`src/rtl/cwf_fill_pkg.sv`:
```
package cwf_fill_pkg;
   typedef enum logic {
      FS_IDLE = 1'b0,
      FS_FILL = 1'b1
   } fill_state_e;
endpackage

```
`src/rtl/cwf_fill_seq.sv`:
```
// Burst sequencer: tracks where the next beat lands and how many beats have landed.
module cwf_fill_seq
   import cwf_fill_pkg::*;
#(
   parameter int WORDS = 8,
   localparam int OFF_W = $clog2(WORDS)
) (
   input  logic             clk,
   input  logic             rst_n,
   input  logic             start_i,
   input  logic [OFF_W-1:0] start_off_i,
   input  logic             beat_i,
   output logic             active_o,
   output logic [OFF_W-1:0] ptr_o,
   output logic [OFF_W:0]   cnt_o
);
   fill_state_e      state_q;
   logic [OFF_W-1:0] ptr_q;
   logic [OFF_W:0]   cnt_q;
   logic             take;
   logic             last;

   assign take = (state_q == FS_FILL) && beat_i;
   assign last = (cnt_q == (OFF_W+1)'(WORDS - 1));

   always_ff @(posedge clk or negedge rst_n) begin
      if (!rst_n) begin
         state_q <= FS_IDLE;
         ptr_q   <= '0;
         cnt_q   <= '0;
      end else if (start_i && state_q == FS_IDLE) begin
         state_q <= FS_FILL;
         ptr_q   <= start_off_i;
         cnt_q   <= '0;
      end else if (take) begin
         ptr_q <= ptr_q + 1'b1;   // power-of-two line: wraps by overflow
         cnt_q <= cnt_q + 1'b1;
         if (last) state_q <= FS_IDLE;
      end
   end

   assign active_o = (state_q == FS_FILL);
   assign ptr_o    = ptr_q;
   assign cnt_o    = cnt_q;

   // a running fill never counts past the line length
   a_r3_cnt_in_line: assert property (@(posedge clk) disable iff (!rst_n)
      active_o |-> (cnt_q < (OFF_W+1)'(WORDS)));
   // successive beats advance the landing slot by one, wrapping
   a_r3_ptr_wraps: assert property (@(posedge clk) disable iff (!rst_n)
      (take && !last) |=> (ptr_q == OFF_W'($past(ptr_q) + 1'b1)));
endmodule

```
`src/rtl/cwf_line_store.sv`:
```
// Per-word data and valid flags of the line buffer.
module cwf_line_store #(
   parameter int WORDS  = 8,
   parameter int DATA_W = 32,
   localparam int OFF_W = $clog2(WORDS)
) (
   input  logic              clk,
   input  logic              rst_n,
   input  logic              clear_i,
   input  logic              wr_i,
   input  logic [OFF_W-1:0]  wr_idx_i,
   input  logic [DATA_W-1:0] wr_data_i,
   input  logic [OFF_W-1:0]  rd_idx_i,
   output logic [DATA_W-1:0] rd_data_o,
   output logic              rd_valid_o,
   output logic [WORDS-1:0]  valid_o
);
   logic [DATA_W-1:0] word_q [WORDS];
   logic [WORDS-1:0]  vld_q;

   for (genvar gi = 0; gi < WORDS; gi++) begin : g_word
      logic hit_wr;
      assign hit_wr = wr_i && (wr_idx_i == OFF_W'(gi));

      always_ff @(posedge clk or negedge rst_n) begin
         if (!rst_n)       vld_q[gi] <= 1'b0;
         else if (clear_i) vld_q[gi] <= 1'b0;
         else if (hit_wr)  vld_q[gi] <= 1'b1;
      end

      always_ff @(posedge clk) begin
         if (hit_wr) word_q[gi] <= wr_data_i;
      end
   end

   assign rd_data_o  = word_q[rd_idx_i];
   assign rd_valid_o = vld_q[rd_idx_i];
   assign valid_o    = vld_q;

   // a slot that is written reads as present afterwards
   a_r8_write_sets_flag: assert property (@(posedge clk) disable iff (!rst_n)
      (wr_i && !clear_i) |=> vld_q[$past(wr_idx_i)]);
endmodule

```
`src/rtl/cwf_hit_unit.sv`:
```
// Decides hit, forward and stall for the CPU port.
module cwf_hit_unit #(
   parameter int DATA_W = 32
) (
   input  logic              req_i,
   input  logic              line_match_i,
   input  logic              word_present_i,
   input  logic              fwd_i,
   input  logic [DATA_W-1:0] stored_i,
   input  logic [DATA_W-1:0] beat_i,
   output logic              hit_o,
   output logic              stall_o,
   output logic [DATA_W-1:0] data_o
);
   always_comb begin
      hit_o   = req_i && line_match_i && (word_present_i || fwd_i);
      stall_o = req_i && !hit_o;
      data_o  = fwd_i ? beat_i : stored_i;
   end
endmodule

```
`src/rtl/cwf_line_fill_ctrl.sv`:
```
module cwf_line_fill_ctrl #(
   parameter int ADDR_W = 16,
   parameter int DATA_W = 32,
   parameter int WORDS  = 8,
   localparam int OFF_W = $clog2(WORDS),
   localparam int TAG_W = ADDR_W - OFF_W
) (
   input  logic              clk,
   input  logic              rst_n,
   input  logic              cpu_req_i,
   input  logic [ADDR_W-1:0] cpu_addr_i,
   output logic              cpu_stall_o,
   output logic [DATA_W-1:0] cpu_rdata_o,
   output logic              mem_req_o,
   output logic [ADDR_W-1:0] mem_addr_o,
   input  logic              mem_rvalid_i,
   input  logic [DATA_W-1:0] mem_rdata_i
);
   if (WORDS < 2 || (WORDS & (WORDS - 1)) != 0) begin : g_bad_words
      $error("WORDS must be a power of two of at least 2");
   end
   if (TAG_W < 1) begin : g_bad_addr
      $error("ADDR_W must exceed the word offset width");
   end
   if (DATA_W < 1) begin : g_bad_data
      $error("DATA_W must be positive");
   end

   logic [TAG_W-1:0]  req_line;
   logic [OFF_W-1:0]  req_off;
   logic [TAG_W-1:0]  tag_q;
   logic              have_q;
   logic              mreq_q;
   logic [ADDR_W-1:0] maddr_q;
   logic              active;
   logic [OFF_W-1:0]  ptr;
   logic [OFF_W:0]    cnt;
   logic              beat;
   logic              line_match;
   logic              fwd;
   logic              start;
   logic              hit;
   logic              present;
   logic [DATA_W-1:0] stored;
   logic [WORDS-1:0]  valid;

   assign req_line   = cpu_addr_i[ADDR_W-1:OFF_W];
   assign req_off    = cpu_addr_i[OFF_W-1:0];
   assign line_match = have_q && (req_line == tag_q);
   assign beat       = active && mem_rvalid_i;
   assign fwd        = beat && line_match && (req_off == ptr);
   assign start      = cpu_req_i && !hit && !active;

   cwf_fill_seq #(.WORDS(WORDS)) u_seq (
      .clk        (clk),
      .rst_n      (rst_n),
      .start_i    (start),
      .start_off_i(req_off),
      .beat_i     (mem_rvalid_i),
      .active_o   (active),
      .ptr_o      (ptr),
      .cnt_o      (cnt)
   );

   cwf_line_store #(.WORDS(WORDS), .DATA_W(DATA_W)) u_store (
      .clk       (clk),
      .rst_n     (rst_n),
      .clear_i   (start),
      .wr_i      (beat),
      .wr_idx_i  (ptr),
      .wr_data_i (mem_rdata_i),
      .rd_idx_i  (req_off),
      .rd_data_o (stored),
      .rd_valid_o(present),
      .valid_o   (valid)
   );

   cwf_hit_unit #(.DATA_W(DATA_W)) u_hit (
      .req_i         (cpu_req_i),
      .line_match_i  (line_match),
      .word_present_i(present),
      .fwd_i         (fwd),
      .stored_i      (stored),
      .beat_i        (mem_rdata_i),
      .hit_o         (hit),
      .stall_o       (cpu_stall_o),
      .data_o        (cpu_rdata_o)
   );

   always_ff @(posedge clk or negedge rst_n) begin
      if (!rst_n) begin
         tag_q   <= '0;
         have_q  <= 1'b0;
         mreq_q  <= 1'b0;
         maddr_q <= '0;
      end else begin
         mreq_q <= start;
         if (start) begin
            tag_q   <= req_line;
            have_q  <= 1'b1;
            maddr_q <= cpu_addr_i;
         end
      end
   end

   assign mem_req_o  = mreq_q;
   assign mem_addr_o = maddr_q;

   // the burst request is a single-cycle pulse
   a_r2_req_pulse: assert property (@(posedge clk) disable iff (!rst_n)
      mem_req_o |=> !mem_req_o);
   // the request goes out with every word flag of the line cleared
   a_r2_flags_cleared: assert property (@(posedge clk) disable iff (!rst_n)
      mem_req_o |-> (valid == '0));
   // the word flags present always match the beats taken
   a_r3_flags_track_beats: assert property (@(posedge clk) disable iff (!rst_n)
      active |-> ($countones(valid) == int'(cnt)));
   // the line is entirely present when a fill ends
   a_r8_full_at_end: assert property (@(posedge clk) disable iff (!rst_n)
      $fell(active) |-> (&valid));
   // a served request always belongs to the held line
   a_r7_served_same_line: assert property (@(posedge clk) disable iff (!rst_n)
      (cpu_req_i && !cpu_stall_o) |-> (have_q && req_line == tag_q));
   // no new burst while a fill is running
   a_r9_no_req_in_fill: assert property (@(posedge clk) disable iff (!rst_n)
      (active && !$past(start)) |-> !mem_req_o);
endmodule

```
`config.mk`:
```
export PLATFORM = sky130hd
export DESIGN_NAME = cwf_line_fill_ctrl
export DESIGN_NICKNAME = d
export VERILOG_FILES = /design/src/rtl/cwf_fill_pkg.sv /design/src/rtl/cwf_fill_seq.sv /design/src/rtl/cwf_line_store.sv /design/src/rtl/cwf_hit_unit.sv /design/src/rtl/cwf_line_fill_ctrl.sv
export SDC_FILE = /design/constraint.sdc
export NUM_CORES = 1
export LEC_CHECK = 0
export CAP_MARGIN = 20
export CORE_MARGIN = 3
export CORE_UTILIZATION = 50
export CTS_CLUSTER_SIZE = 16
export DETAILED_ROUTE_END_ITERATION = 10
export DONT_BUFFER_PORTS = 1
export PLACE_DENSITY_LB_ADDON = 0.12
export SYNTH_ARGS = -nofsm -noshare
export SYNTH_HDL_FRONTEND = slang
export SYNTH_SLANG_ARGS = --single-unit
```
`constraint.sdc`:
```
create_clock -name clk -period 3.23 [get_ports clk]
set_input_delay 0.4845 -clock clk [delete_from_list [all_inputs] [get_ports clk]]
set_output_delay 0.4845 -clock clk [all_outputs]
set_load 0.02 [all_outputs]
```
==> impl_metrics.py, run 1 <==
metrics = {
    "outcome": {
        "outcome": "finished, violations left",
        "failed_checks": "negative setup slack",
    },
    "critical_path": {
        "worstPathCellList": "xnor2_1, nand4_1, or4_4, or2_4, buf_12, mux2_4",
        "worstSetupStartpointType": "flip-flop",
        "crit_required_ns": 2.75,
        "critical_path_class": "flip-flop to output port",
        "worstPathBufferInverterCount": 1,
        "endpoint_kind": "output port",
        "slowest_delay_ns": 0.56,
        "timing.critical_path.slowest_stage_cell": "or4_4",
        "crit_fanout": 16,
        "critical-path-top-delay-family": "simple AND/OR/NAND/NOR gates",
        "worstPathArrival_ns": 2.78,
    },
    "logic_synthesis": {
        "yosys_warnings": 0,
        "synth.net_count": 613,
        "largest_area_contributor_in_the_netlist": "edfxtp_1",
        "netlist_instances": 554,
        "ys_seq_elements": 290,
        "syn-mean-instance-area_um2": 21.39,
        "synth-edff-count": 256,
        "synth.top_cells.by_count": "256 x edfxtp_1, 65 x mux4_2, 39 x mux2_2, 39 x mux2_4, 34 x dfrtp_1",
        "synth_top_cell_area_share": 0.6489,
        "synth_area_leaders": "edfxtp_1 65%, mux4_2 12%, dfrtp_1 7.2%",
        "synthesis.area_mm2": 0.01185,
        "seq_area_frac_synth": 0.7207,
        "asyncSetResetFlopFracSynth": 0.1172,
        "ys_types": 35,
        "dominantRegCellSynth": "edfxtp_1",
        "synthMostInstantiatedCell": "edfxtp_1",
    },
    "sta": {
        "slew_margin_rel": 0.5125,
        "grt_setup_unrepaired": "true",
        "worst_pin_slew_ns": 0.7313,
        "finalWorstSetupSlack_ns": -0.02996,
        "final_worst_clock_skew_ns": 0.01063,
        "fin_crit_ns": 3.260,
        "report.final.hold_viol_count": 0,
        "setup_viol": 16,
        "report.final.slew_viol_count": 0,
        "post-route-period-util": 1.009,
        "max_clock_freq_mhz": 306.8,
        "hold_ws_ns": 0.03608,
    },
    "place": {
        "port_buffers": 0,
        "dp_cells": 852,
        "gp_congestion": 0.6900,
        "detailed_place_hpwl_mm": 12.41,
        "dpl-instance-area_mm2": 0.01230,
    },
    "global_routing": {
        "antenna_violations_before_repair": 0,
        "grt-ovfl-total": 0,
        "via_count_of_the_first_global_routing_pass": 5802,
        "grt_use_total": 0.1778,
        "global_route_wire_length_before_repair_mm": 35.40,
        "grt_start_max_net_pins": 71,
    },
    "routing": {
        "routed-via-count": 5305,
        "route.detailed.drc": 0,
        "drtIter0Drc": 334,
        "routed_wire_length_per_instance_um": 24.41,
        "drt_pre_antenna_iters": 4,
        "detail_route.vias_per_cell": 5.811,
        "count_of_nets_left_with_antenna_violations_after_detail_routing": 0,
        "detail_route.wirelength_mm": 22.28,
    },
    "layout": {
        "post_layout_nonfiller_instances": 913,
        "stdcell_area_mm2": 0.01343,
        "post_route_cells_drive_above_1_share": 0.3917,
        "area_growth_syn_to_layout_pct": 13.33,
        "diodes": 0,
        "finish.net_count": 635,
        "nFillCells": 1726,
        "multiInputGateArea_mm2": 0.003196,
        "seq_area_mm2": 0.008549,
    },
    "floorplanning": {
        "num_rows": 55,
        "die_h_um": 159.9,
        "die_w_um": 159.9,
        "start_util": 0.5155,
        "dieArea_mm2": 0.02558,
        "floorplan.core_area_mm2": 0.02298,
        "floorplan.io_pins": 102,
    },
    "clocking": {
        "worstSkewPairLatency_ns": 0.54,
        "clk_path_buf_depth": 3,
        "numClockSinks": 290,
        "ctsHtreeMaxLevel": 1,
        "cell_chosen_for_the_clock_root": "clkbuf_16",
        "clk_pin_slew_worst_paths_ns": 0.06,
        "cts_tree": "done",
        "cts_buffers": 30,
    },
    "power_and_ir_drop": {
        "leakagePower_nw": 4.566,
        "cellPowerDensity_mw_per_mm2": 758.4,
        "power.ir.vdd_worst_uv": 496.3,
    },
    "flow_run": {
        "drv.max_cap_violation_count": 0,
    },
    "hold_path": {
        "worstHoldPathType": "input pin to flip-flop",
    },
}
-- where the power goes --
part           internal (mW)  switching [mW]  leakage, nW  total, mW
Combinational          0.775           0.781         1.36       1.56
Sequential              4.77           0.418         2.72       5.19
Clock                   2.07            1.37        0.486       3.44
-- state kept, by name, summed over array words and instances (netlist names) --
signal	count
mem_req_o	1
u_store.valid_o	8
u_seq.cnt_o	4
tag_q	13
mem_addr_o	3
u_store.word_q	256
have_q	1
u_seq.ptr_o	3
u_seq.active_o	1
-- cell type report --
class | instances | area share
timing repair buffer | 17 | 0.01901
multi-input combinational | 231 | 0.2380
clock inverter | 15 | 0.01239
tap | 313 | 0.02917
sequential | 290 | 0.6368
inverter | 6 | 0.001864
clock buffer | 41 | 0.06281
-- path summary, 6_finish.rpt --
kind,start,end,slack [ns],depth (start not counted)
worst max-delay path,tag_q[2],cpu_rdata_o[17],-0.03,6
worst min-delay path,mem_rdata_i[10],u_store.word_q[2][10],0.04,0
worst max register to register,tag_q[2],tag_q[6],0.67,7
worst min register to register,have_q,have_q,0.48,1
max in group asynchronous,rst_n,tag_q[0],2.63,2
min in group asynchronous,rst_n,tag_q[3],0.40,2
-- layout by cell type (no fill, tap or decap), types with 6 or more instances in the layout --
cell,n
xnor2_1,11
clkbuf_16,31
dfrtp_1,25
mux2_4,39
dfrtp_2,9
o21a_1,6
edfxtp_1,256
xnor2_2,6
mux2_2,39
buf_12,10
ha_1,7
nor2_1,8
buf_4,6
and3_2,8
nand2_1,10
clkbuf_1,7
mux4_2,65
-- what timing repair did --
action,CTS,global route
hold endpoints to repair,34,0
hold buffers,2,0
setup endpoints to repair,32,32
cloned,0,0
setup buffers,3,0
gates resized for setup,9,8
pin swaps,2,3
-- worst reg2reg max path, stage by stage, from the launching register on --
cell,delay [ns]
dfrtp_2,0.46
xnor2_1,0.18
nand4_1,0.16
or4_4,0.56
buf_4,0.17
o21ai_4,0.33
inv_4,0.22
mux2_4,0.36
-- logic make-up after synthesis --
family | synth area share
AO/OA/AOI/OAI | 0.01183
adder cells (fa/ha/maj) | 0.007392
multiplexers | 0.2127
buffers and inverters | 0.01479
XOR/XNOR | 0.01405
flip-flops | 0.7207
AND/OR/NAND/NOR | 0.01859
-- through the flow --
stage	total power, mW	utilization	setup WS, ns	TNS [ns]
CTS	10.27	0.5826	-0.09126	-1.961
global placement	6.705	0.5352	0.2767	0
detailed placement	6.784	0.5352	0.2106	0
global route	10.62	0.5842	-0.1123	-2.565
finish	10.18	0.5842	-0.02996	-0.3489
floorplan	6.341	-	0.3534	0
-- routing by layer --
layer | vias up | track usage | share of wire
met1 | 2864 | 0.2519 | 0.44
met4 | 0 | 0.03432 | 0.013
li1 | 2299 | - | -
met3 | 21 | 0.03865 | 0.058
met5 | - | 0 | 0
met2 | 121 | 0.2910 | 0.49
Note: power is estimated with default switching activity, not from simulation.
==> run 2: changes to the inputs <==
--- a/config.mk
+++ b/config.mk
@@ -7,5 +7,4 @@
 export LEC_CHECK = 0
 export CAP_MARGIN = 20
-export CORE_MARGIN = 3
 export CORE_UTILIZATION = 50
 export CTS_CLUSTER_SIZE = 16
==> constraint.sdc (replaced) <==
create_clock -name clk -period 3.23 [get_ports clk]
set_input_delay 0.646 -clock clk [delete_from_list [all_inputs] [get_ports clk]]
set_output_delay 0.646 -clock clk [all_outputs]
set_load 0.02 [all_outputs]
==> impl_metrics.py, run 2 (synthesis results as in run 1) <==
metrics = {
    "outcome": {
        "outcome": "finished, violations left",
        "failed_checks": "negative setup slack",
    },
    "layout": {
        "post_route_cells_drive_above_1_share": 0.3818,
        "largest_register_ff_count": 256,
        "seq_area_mm2": 0.008548,
        "nFillCells": 1658,
        "layout_commonest_cell": "edfxtp_1",
        "diodes": 0,
        "most-common-layout-cells": "256 x edfxtp_1, 65 x mux4_2, 41 x mux2_4, 38 x mux2_2, 31 x clkbuf_16",
        "area_growth_syn_to_layout_pct": 13.04,
        "post_layout_nonfiller_instances": 918,
        "finish.net_count": 640,
        "multiInputGateArea_mm2": 0.003188,
        "largest_register": "u_store.word_q",
    },
    "routing": {
        "detail_route.vias_per_cell": 5.770,
        "routed_wire_length_per_instance_um": 23.82,
        "drt_pre_antenna_iters": 4,
        "detail_route.wirelength_mm": 21.86,
        "route.detailed.drc": 0,
        "count_of_nets_left_with_antenna_violations_after_detail_routing": 0,
        "drtIter0Drc": 246,
        "routed-via-count": 5297,
    },
    "clocking": {
        "ctsHtreeMaxLevel": 1,
        "clk_path_buf_depth": 3,
        "clk_pin_slew_worst_paths_ns": 0.06,
        "worstSkewPairLatency_ns": 0.54,
        "numClockSinks": 290,
        "cts_buffers": 30,
        "cell_chosen_for_the_clock_root": "clkbuf_16",
        "cts_tree": "done",
    },
    "critical_path": {
        "regToRegEndpoint": "tag_q[11]",
        "endpoint_kind": "output port",
        "worstPathArrival_ns": 2.71,
        "crit_fanout": 15,
        "worstPathBufferInverterCount": 1,
        "timing.critical_path.slowest_stage_cell": "or4_4",
        "crit_required_ns": 2.58,
        "worstPathCellList": "xnor2_2, nand4_1, or4_4, or2_4, buf_12, mux2_4",
        "worstSetupStartpointType": "flip-flop",
        "reg2reg_slack_ns": 0.80,
        "critical_path_class": "flip-flop to output port",
        "critical-path-top-delay-family": "simple AND/OR/NAND/NOR gates",
        "r2r-start": "tag_q[2]",
        "slowest_delay_ns": 0.55,
        "reg2regPathDepth": 7,
    },
    "sta": {
        "slew_margin_rel": 0.5654,
        "grt_setup_unrepaired": "true",
        "final_worst_clock_skew_ns": 0.01091,
        "setup_viol": 32,
        "report.final.hold_viol_count": 0,
        "max_clock_freq_mhz": 298.4,
        "fin_crit_ns": 3.352,
        "worst_pin_slew_ns": 0.6519,
        "totalNegativeSetupSlack_ns": -3.508,
        "post-route-period-util": 1.038,
        "report.final.slew_viol_count": 0,
        "finalWorstSetupSlack_ns": -0.1218,
    },
    "floorplanning": {
        "die_h_um": 155.9,
        "die_w_um": 155.9,
        "num_rows": 55,
        "floorplan.core_area_mm2": 0.02292,
        "dieArea_mm2": 0.02431,
        "floorplan.io_pins": 102,
        "start_util": 0.5170,
    },
    "global_routing": {
        "grt_start_max_net_pins": 71,
        "grt_use_total": 0.1874,
        "global_route_wire_length_before_repair_mm": 33.59,
        "grt-ovfl-total": 0,
        "antenna_violations_before_repair": 0,
        "via_count_of_the_first_global_routing_pass": 5745,
    },
    "power_and_ir_drop": {
        "leakagePower_nw": 4.579,
        "power.ir.vdd_worst_uv": 720.5,
        "cellPowerDensity_mw_per_mm2": 755.6,
    },
    "place": {
        "gp_congestion": 0.6721,
        "dp_cells": 857,
        "port_buffers": 0,
        "detailed_place_hpwl_mm": 12.16,
    },
    "hold_path": {
        "worstHoldPathType": "input pin to flip-flop",
        "worstHoldEndpoint": "u_store.word_q[6][23]",
        "worst_hold_startpoint": "mem_rdata_i[23]",
        "min_path_cells": 0,
    },
    "flow_run": {
        "drv.max_cap_violation_count": 0,
    },
}
run 2: cell count changes in the layout (fill, tap and decap cells not counted), sizes merged:
| cell | change |
|---|---|
| bufinv | +1 |
| inv | +1 |
| buf | +5 |
| clkinvlp | -3 |
| clkinv | +5 |
| clkbuf | -4 |
run 2: layout make-up:
cell class,count,share of cell area
Tap cell,313,0.02924
Clock buffer,37,0.05960
Timing Repair Buffer,22,0.01906
Inverter,6,0.001868
Sequential cell,290,0.6383
Clock inverter,19,0.01392
Multi-Input combinational cell,231,0.2380
run 2: how the worst max path moves through the flow:
stage | start | end | slack, ns | cells past startpoint
6_report | tag_q[2] | cpu_rdata_o[14] | -0.12 | 6
5_1_grt | tag_q[2] | cpu_rdata_o[14] | -0.18 | 6
4_1_cts | tag_q[3] | cpu_rdata_o[14] | -0.20 | 6
3_5_place_dp | cpu_addr_i[15] | cpu_rdata_o[14] | 0.08 | 6
3_3_place_gp | cpu_addr_i[15] | cpu_rdata_o[14] | 0.1 | 6
2_1_floorplan | cpu_addr_i[0] | cpu_rdata_o[31] | 0.03 | 6
run 2: metrics by stage:
step	instance area, um^2	setup WS, ns	utilization	power, mW	hold slack, ns
after floorplan	11850	0.03037	-	6.341	0.3504
final	13390	-0.1218	0.5844	10.12	0.1915
after detailed placement	12300	0.07744	0.5368	6.769	0.3510
after CTS	13370	-0.1951	0.5832	10.21	0.1730
after global placement	12300	0.09617	0.5368	6.695	0.3511
after global routing	13390	-0.1823	0.5844	10.54	0.1686
run 2: worst register-to-register path: stages (launching register included):
cell     delay, ns
dfrtp_2       0.47
xnor2_2       0.18
nand4_1       0.13
or4_4         0.55
buf_4         0.17
o21ai_4       0.27
inv_4         0.19
mux2_4        0.35
run 2: repair_timing:
item                                    in CTS  in global routing
endpoints found under the setup margin      32                 32
pin swaps                                    3                  5
buffers inserted                             2                  1
endpoints found under the hold margin       34                  0
hold buffers                                 2                  0
gates resized for setup                     13                  4
run 2: layer usage:
layer | up-vias | global-route usage | share of wire
met5 | - | 0 | 0
li1 | 2314 | - | -
met4 | 0 | 0.04015 | 0.016
met1 | 2820 | 0.2530 | 0.43
met3 | 28 | 0.04472 | 0.064
met2 | 135 | 0.3114 | 0.49
run 2: report_power, final:
part | internal, mW | total (mW) | leakage [nW] | switching [mW]
clock | 2.06 | 3.40 | 0.481 | 1.34
sequential | 4.77 | 5.16 | 2.72 | 0.393
combinational | 0.772 | 1.56 | 1.38 | 0.788
